$ cat config.mk
export PLATFORM = sky130hd
export DESIGN_NAME = spi_cmd_engine
export DESIGN_NICKNAME = d
export VERILOG_FILES = /design/src/rtl/spi_cmd_pkg.sv /design/src/rtl/spi_rate_sel.sv /design/src/rtl/spi_ring_buf.sv /design/src/rtl/spi_seq.sv /design/src/rtl/spi_cmd_engine.sv
export SDC_FILE = /design/constraint.sdc
export NUM_CORES = 1
export LEC_CHECK = 0
export CORE_MARGIN = 2
export CORE_UTILIZATION = 33
export DETAILED_ROUTE_END_ITERATION = 6
export HOLD_SLACK_MARGIN = 0.08
export RECOVER_POWER = 100
export SYNTH_ARGS = -nofsm -noshare
export SYNTH_HDL_FRONTEND = slang
export SYNTH_SLANG_ARGS = --single-unit
$ cat constraint.sdc
create_clock -name clk -period 6.2 [get_ports clk]
set_input_delay 0.93 -clock clk [delete_from_list [all_inputs] [get_ports clk]]
set_output_delay 0.93 -clock clk [all_outputs]
set_load 0.005 [all_outputs]
$ cat src/rtl/spi_cmd_pkg.sv
package spi_cmd_pkg;
   localparam logic [3:0] OFS_OPCODE = 4'h0;
   localparam logic [3:0] OFS_COUNT  = 4'h1;
   localparam logic [3:0] OFS_CTRL   = 4'h2;
   localparam logic [3:0] OFS_DATA   = 4'hC;
   localparam logic [3:0] OFS_CFG    = 4'hD;
   localparam int CTRL_GO_BIT  = 0;
   localparam int CTRL_CLR_BIT = 4;

   typedef enum logic [1:0] {SEQ_IDLE, SEQ_SHIFT, SEQ_GAP} seq_state_t;

   function automatic logic [3:0] clamp_cnt(input logic [3:0] n, input logic [3:0] mx);
      return (n > mx) ? mx : n;
   endfunction
endpackage

$ cat src/rtl/spi_rate_sel.sv
module spi_rate_sel #(
   parameter int DIV_FAST = 2,
   parameter int DIV_MID  = 3,
   parameter int DIV_SLOW = 4,
   parameter int DIV_W    = 3
) (
   input  logic [1:0]       rate,
   output logic [DIV_W-1:0] div,
   output logic [DIV_W-1:0] low_len
);
   generate
      if (DIV_FAST < 2 || DIV_MID < 2 || DIV_SLOW < 2)
         $error("spi_rate_sel: every divisor must be at least 2");
      if ((1 << DIV_W) <= DIV_SLOW)
         $error("spi_rate_sel: DIV_W too narrow");
   endgenerate

   always_comb begin
      case (rate)
         2'b01:   div = DIV_W'(DIV_FAST);
         2'b10:   div = DIV_W'(DIV_MID);
         default: div = DIV_W'(DIV_SLOW);
      endcase
      // SCLK low for the longer half, high for the shorter one
      low_len = div - (div >> 1);
   end
endmodule

$ cat src/rtl/spi_ring_buf.sv
module spi_ring_buf #(
   parameter int DEPTH = 8,
   parameter int DW    = 8,
   localparam int PTR_W = $clog2(DEPTH)
) (
   input  logic             clk,
   input  logic             rst_n,
   input  logic             clr,
   input  logic             we,
   input  logic             adv,
   input  logic [DW-1:0]    wdata,
   output logic [PTR_W-1:0] ptr,
   output logic [DW-1:0]    cur,
   output logic [DW-1:0]    nxt
);
   generate
      if ((DEPTH & (DEPTH - 1)) != 0 || DEPTH < 2)
         $error("spi_ring_buf: DEPTH must be a power of two");
   endgenerate

   logic [DW-1:0] mem [DEPTH];

   assign cur = mem[ptr];
   assign nxt = mem[ptr + PTR_W'(1)];

   always_ff @(posedge clk or negedge rst_n) begin
      if (!rst_n) begin
         ptr <= '0;
         for (int i = 0; i < DEPTH; i++) mem[i] <= '0;
      end else begin
         if (we) mem[ptr] <= wdata;
         if (clr)      ptr <= '0;
         else if (adv) ptr <= ptr + PTR_W'(1);
      end
   end

   // pointer moves by at most one step per cycle unless cleared
   p_ptr_step_r3: assert property (@(posedge clk) disable iff (!rst_n)
      !clr |=> (ptr == $past(ptr) || ptr == $past(ptr) + PTR_W'(1)));
   p_ptr_clear_r3: assert property (@(posedge clk) disable iff (!rst_n)
      clr |=> ptr == '0);
endmodule

$ cat src/rtl/spi_seq.sv
module spi_seq
   import spi_cmd_pkg::*;
#(
   parameter int CNT_W = 4,
   parameter int DIV_W = 3,
   parameter int IDX_W = 5
) (
   input  logic             clk,
   input  logic             rst_n,
   input  logic             start,
   input  logic [7:0]       opcode,
   input  logic [CNT_W-1:0] wr_cnt,
   input  logic [CNT_W-1:0] rd_cnt,
   input  logic [DIV_W-1:0] div,
   input  logic [DIV_W-1:0] low_len,
   input  logic [7:0]       ring_cur,
   input  logic [7:0]       ring_nxt,
   input  logic             miso,
   output logic             busy,
   output logic             sclk,
   output logic             mosi,
   output logic             cs_n,
   output logic             ring_we,
   output logic [7:0]       ring_wdata
);
   seq_state_t       st;
   logic [DIV_W-1:0] ph;
   logic [2:0]       bit_i;
   logic [IDX_W-1:0] byte_i;
   logic [7:0]       tx, rx;

   logic samp, bit_end, byte_end, last_byte, store;
   logic [IDX_W-1:0] nb;
   logic [7:0] rx_next, tx_src;

   assign samp      = (st == SEQ_SHIFT) && (ph == low_len);
   assign rx_next   = {rx[6:0], miso};
   assign bit_end   = (st == SEQ_SHIFT) && (ph == div - DIV_W'(1));
   assign byte_end  = bit_end && (bit_i == 3'd0);
   assign last_byte = byte_i == (IDX_W'(wr_cnt) + IDX_W'(rd_cnt));
   assign store     = byte_end && (byte_i != '0);
   assign nb        = byte_i + IDX_W'(1);
   assign tx_src    = (nb <= IDX_W'(wr_cnt)) ? (store ? ring_nxt : ring_cur) : 8'hFF;

   assign ring_we    = store;
   assign ring_wdata = samp ? rx_next : rx;
   assign busy       = st != SEQ_IDLE;
   assign cs_n       = st != SEQ_SHIFT;
   assign sclk       = (st == SEQ_SHIFT) && (ph >= low_len);
   assign mosi       = (st == SEQ_SHIFT) ? tx[7] : 1'b0;

   always_ff @(posedge clk or negedge rst_n) begin
      if (!rst_n) begin
         st <= SEQ_IDLE; ph <= '0; bit_i <= 3'd7; byte_i <= '0;
         tx <= '0; rx <= '0;
      end else begin
         case (st)
            SEQ_IDLE: if (start) begin
               st <= SEQ_SHIFT; ph <= '0; bit_i <= 3'd7; byte_i <= '0; tx <= opcode;
            end
            SEQ_SHIFT: begin
               if (samp) rx <= rx_next;
               if (bit_end) begin
                  ph <= '0;
                  if (bit_i == 3'd0) begin
                     bit_i <= 3'd7;
                     if (last_byte) st <= SEQ_GAP;
                     else begin
                        byte_i <= nb;
                        tx     <= tx_src;
                     end
                  end else begin
                     bit_i <= bit_i - 3'd1;
                     tx    <= {tx[6:0], 1'b0};
                  end
               end else begin
                  ph <= ph + DIV_W'(1);
               end
            end
            SEQ_GAP: begin
               if (ph == div - DIV_W'(1)) begin
                  st <= SEQ_IDLE; ph <= '0;
               end else begin
                  ph <= ph + DIV_W'(1);
               end
            end
            default: st <= SEQ_IDLE;
         endcase
      end
   end

   // clock is parked low whenever the device is deselected
   p_sclk_parked_r5: assert property (@(posedge clk) disable iff (!rst_n)
      cs_n |-> !sclk);
   // data only moves while SCLK is low (mode 0)
   p_mosi_hold_r5: assert property (@(posedge clk) disable iff (!rst_n)
      (sclk && $past(sclk)) |-> $stable(mosi));
   // deselect lasts more than a single cycle
   p_cs_gap_r9: assert property (@(posedge clk) disable iff (!rst_n)
      $rose(cs_n) |=> cs_n);
   // phase counter stays within the selected period
   p_phase_range_r8: assert property (@(posedge clk) disable iff (!rst_n)
      busy |-> ph < div);
endmodule

$ cat src/rtl/spi_cmd_engine.sv
module spi_cmd_engine
   import spi_cmd_pkg::*;
#(
   parameter int DEPTH    = 8,
   parameter int MAX_CNT  = 8,
   parameter int DIV_FAST = 2,
   parameter int DIV_MID  = 3,
   parameter int DIV_SLOW = 4
) (
   input  logic       clk,
   input  logic       rst_n,
   input  logic [3:0] reg_addr,
   input  logic       reg_wr,
   input  logic       reg_rd,
   input  logic [7:0] reg_wdata,
   output logic [7:0] reg_rdata,
   output logic       spi_sclk,
   output logic       spi_mosi,
   input  logic       spi_miso,
   output logic       spi_cs_n
);
   localparam int PTR_W = $clog2(DEPTH);
   localparam int CNT_W = 4;
   localparam int DIV_W = $clog2(DIV_SLOW + 1);
   localparam int IDX_W = $clog2(2 * MAX_CNT + 2);

   generate
      if (DEPTH > 8) $error("spi_cmd_engine: pointer field holds at most 3 bits");
      if (MAX_CNT > 15 || MAX_CNT < 1) $error("spi_cmd_engine: MAX_CNT must fit a nibble");
   endgenerate

   logic [7:0] opcode_q, cnt_q;
   logic [1:0] rate_q;
   logic       busy, acc_wr, host_data_wr, host_data_rd, go, clr;
   logic       eng_we;
   logic [7:0] eng_wdata, ring_cur, ring_nxt;
   logic [PTR_W-1:0] ptr;
   logic [DIV_W-1:0] div, low_len;

   assign acc_wr       = reg_wr && !busy;
   assign host_data_wr = acc_wr && (reg_addr == OFS_DATA);
   assign host_data_rd = reg_rd && !busy && (reg_addr == OFS_DATA);
   assign go           = acc_wr && (reg_addr == OFS_CTRL) && reg_wdata[CTRL_GO_BIT];
   assign clr          = acc_wr && (reg_addr == OFS_CTRL) && reg_wdata[CTRL_CLR_BIT];

   always_ff @(posedge clk or negedge rst_n) begin
      if (!rst_n) begin
         opcode_q <= '0; cnt_q <= '0; rate_q <= 2'b11;
      end else if (acc_wr) begin
         case (reg_addr)
            OFS_OPCODE: opcode_q <= reg_wdata;
            OFS_COUNT:  cnt_q <= {clamp_cnt(reg_wdata[7:4], 4'(MAX_CNT)),
                                  clamp_cnt(reg_wdata[3:0], 4'(MAX_CNT))};
            OFS_CFG:    rate_q <= reg_wdata[5:4];
            default: ;
         endcase
      end
   end

   always_comb begin
      case (reg_addr)
         OFS_OPCODE: reg_rdata = opcode_q;
         OFS_COUNT:  reg_rdata = cnt_q;
         OFS_CTRL:   reg_rdata = {7'd0, busy};
         OFS_DATA:   reg_rdata = ring_cur;
         OFS_CFG:    reg_rdata = {2'b00, rate_q, 1'b0, 3'(ptr)};
         default:    reg_rdata = 8'h00;
      endcase
   end

   spi_rate_sel #(.DIV_FAST(DIV_FAST), .DIV_MID(DIV_MID), .DIV_SLOW(DIV_SLOW), .DIV_W(DIV_W))
      u_rate (.rate(rate_q), .div(div), .low_len(low_len));

   spi_ring_buf #(.DEPTH(DEPTH), .DW(8)) u_ring (
      .clk(clk), .rst_n(rst_n), .clr(clr),
      .we(eng_we | host_data_wr),
      .adv(eng_we | host_data_wr | host_data_rd),
      .wdata(eng_we ? eng_wdata : reg_wdata),
      .ptr(ptr), .cur(ring_cur), .nxt(ring_nxt));

   spi_seq #(.CNT_W(CNT_W), .DIV_W(DIV_W), .IDX_W(IDX_W)) u_seq (
      .clk(clk), .rst_n(rst_n), .start(go), .opcode(opcode_q),
      .wr_cnt(cnt_q[3:0]), .rd_cnt(cnt_q[7:4]), .div(div), .low_len(low_len),
      .ring_cur(ring_cur), .ring_nxt(ring_nxt), .miso(spi_miso),
      .busy(busy), .sclk(spi_sclk), .mosi(spi_mosi), .cs_n(spi_cs_n),
      .ring_we(eng_we), .ring_wdata(eng_wdata));

   // configuration is frozen for the whole command
   p_regs_frozen_r10: assert property (@(posedge clk) disable iff (!rst_n)
      (busy && $past(busy)) |-> ($stable(opcode_q) && $stable(cnt_q) && $stable(rate_q)));
   // an accepted go request makes the block busy next cycle
   p_go_busy_r4: assert property (@(posedge clk) disable iff (!rst_n)
      (reg_wr && !busy && reg_addr == OFS_CTRL && reg_wdata[CTRL_GO_BIT]) |=> busy);
   // stored counts never exceed the limit
   p_cnt_limit_r2: assert property (@(posedge clk) disable iff (!rst_n)
      (cnt_q[3:0] <= 4'(MAX_CNT)) && (cnt_q[7:4] <= 4'(MAX_CNT)));
endmodule

==> results.toml <==
[status]
outcome = "finished, violations left"
violations = "capacitance limit, slew limit"

[final_layout]
area_growth_pct = 14.9
stdcell_count = 925
antenna_cells = 0
drive_gt1_frac = 0.177
nNetsFinal = 682
layout_common_cells = "dfrtp_1 (108), o21ai_0 (76), nand2_1 (66), mux2_2 (36), mux2i_1 (35)"
final_common_cell = "dfrtp_1"
final_util = 0.386

[setup_path]
cp-start-kind = "input pin"
cp_slowest_cell = "nor4_1"
crit_path_start = "reg_addr[0]"
crit_path_max_incr_delay_ns = 1.37
cpMostUsedCell = "dlygate4sd3_1"
crit_family = "simple AND/OR/NAND/NOR gates"
crit_fanout = 9
crit_required_ns = 5.27
worstReg2RegStart = "rate_q[1]"
cp-end-kind = "output port"
worst-path-buf-inv = 2
crit_chain = "dlygate4sd3_1 > nor4_1 > a222oi_1 > o21ai_0 > dlygate4sd3_1"
critical_path_class = "in -> out"
crit_arrival_ns = 4.07

[drt]
wl_met3_um = 608
wl_per_cell_um = 18.7
wl_met2_um = 8610
ant_nets = 0
drtPass1Iterations = 7
via_count = 4802
routed_via_density = 5.19
routed.top_layer = "met4"
wl_met1_um = 7750
drc = 0
drt-initial-drc-count = 364
drt-total-wl_um = 17300

[synth]
async_reset_ff_frac = 1.00
syn_inst = 627
synth.net_count = 667
synth_edf_count = 0
ys_types = 64
synth_warnings = 0
ys_seq_elements = 114
synth.avg_cell_area_um2 = 10.8
seq_area_frac_synth = 0.422
syn_area_um2 = 6770
synth-main-ff-cell = "dfrtp_1"

[clock_network]
h-tree-depth = 4
cts_tree = "yes"
clk_pin_slew_worst_paths_ns = 0.06
cts_made_buffers = 17
clock_latency_ns = 0.42
cts-hold-fix-buffers = 0
clock_path_buffers = 2
numClockSinks = 114
root_buffer = "clkbuf_16"
post_cts_buffers = 0
post_cts_resized = 0

[grt]
antenna_found_initial = 0
grt_pass1_wl_um = 27200
first_global_vias = 4682
grt_max_degree = 62
grt_remaining_overflow = 0
grt_usage = 0.165

[pwr]
p_total_mw = 1.88
switching_share = 0.218
vdd_drop_max_uv = 144
p_switching_mw = 0.408
combinationalPowerShare = 0.031
clockPowerShare = 0.564
power.density_nw_per_um2 = 241
cellLeakagePower_nw = 3.60
seqPwrFrac = 0.404
internal-power_mw = 1.47

[timing]
final.min_clock_period_ns = 5.00
rsz0062_at_grt = "no"
finalSetupViolations = 0
tns_ns = 0
finalHoldViolCount = 0
tightest_slew_ns = 3.38
max_slew_margin = -1.25
skew_ns = 0.00893
fin_crit_sh = 0.806
slew_violations = 107
timing.fmax_mhz = 200

[run]
cap_violations = 3

[place]
dpl.hpwl_um = 12200
placedCellCount = 893
gp_congestion = 0.784
port_buffers = 27

[floorplan]
die_h_um = 147
dieWidth_um = 147
top_level_ports = 28
core_area_um2 = 20200
initial_core_util = 0.336
placementRows = 52
die-area_um2 = 21700

[worst_hold_path]
hold_start = "u_ring.mem[35]"
min_path_type = "reg -> reg"
-- stage by stage --
stage               setup WS (ns)  hold WS (ns)  instance area (µm²)
floorplan                    3.50         0.465                 6770
global placement             2.00         0.485                 7210
detailed placement           1.96         0.489                 7210
CTS                          1.95         0.502                 7850
global route                 1.17         0.529                 7780
finish                       1.20         0.502                 7780
-- flip-flops by register name, summed over array words and instances, names as in the netlist, 5 cells and up --
signal	flops
u_seq.rx	8
u_seq.byte_i	5
u_ring.mem	64
u_seq.tx	8
opcode_q	8
cnt_q	8
-- path summary, 6_finish.rpt --
kind | to | slack, ns | depth (start not counted)
worst max register to register | u_ring.mem[48] | 1.67 | 9
worst max-delay path | reg_rdata[5] | 1.20 | 5
worst min register to register | u_ring.mem[35] | 0.50 | 2
min in group asynchronous | u_ring.ptr[0] | 1.65 | 1
worst min-delay path | u_ring.mem[35] | 0.50 | 2
max in group asynchronous | u_ring.ptr[0] | 2.42 | 1
-- routing by layer --
layer,global-route usage,vias up
met1,0.210,2375
met5,0,-
li1,-,2320
met2,0.278,81
met3,0.0351,26
met4,0.0606,0
-- cell usage after synthesis, drive strengths merged (10+ instances only) --
| cell | count | area share |
|---|---|---|
| nand3b | 11 | 0.012 |
| ha | 22 | 0.041 |
| nand2 | 74 | 0.044 |
| inv | 27 | 0.015 |
| and3 | 11 | 0.010 |
| nor2 | 22 | 0.012 |
| nand3 | 10 | 0.0074 |
| mux2 | 36 | 0.060 |
| buf | 27 | 0.026 |
| mux2i | 35 | 0.052 |
| o21ai | 77 | 0.061 |
| mux4 | 24 | 0.080 |
| o21a | 10 | 0.011 |
| dfrtp | 109 | 0.40 |
| a21oi | 20 | 0.015 |
| a31oi | 14 | 0.013 |
| clkbuf | 11 | 0.0061 |
-- worst reg2reg max path, stage by stage (launching register included) --
cell,delay [ns]
dfstp_1,0.62
inv_1,0.09
ha_1,0.22
ha_1,0.32
and4bb_1,0.22
a41oi_1,0.68
or2_1,0.20
clkbuf_1,1.18
o21ai_0,0.49
mux2_2,0.40
-- cell families after synthesis --
logic type               Yosys count  share of synthesized area
AND/OR/NAND/NOR                  160                      0.124
adder cells (fa/ha/maj)           23                     0.0436
XOR/XNOR                          13                     0.0190
flip-flops                       114                      0.422
multiplexers                      95                      0.191
buffers and inverters             65                     0.0475
AO/OA/AOI/OAI                    157                      0.152
-- power by group through the flow --
stage               clock (mW)  combinational, mW  sequential (mW)
global placement             0             0.0627            0.770
finish                    1.06             0.0590            0.758
floorplan                    0             0.0222            0.768
CTS                       1.07             0.0637            0.757
global route              1.11             0.0667            0.758
detailed placement           0             0.0635            0.770
-- layout make-up --
cell class                 instances  area [µm²]
clock buffer                      20         457
clock inverter                    12         179
fill                            1986       12400
inverter                          27         101
multi-input combinational        448        3540
sequential                       114        2860
tap                              270         338
timing repair buffer              34         309
Note: power is estimated with default switching activity, not from simulation.
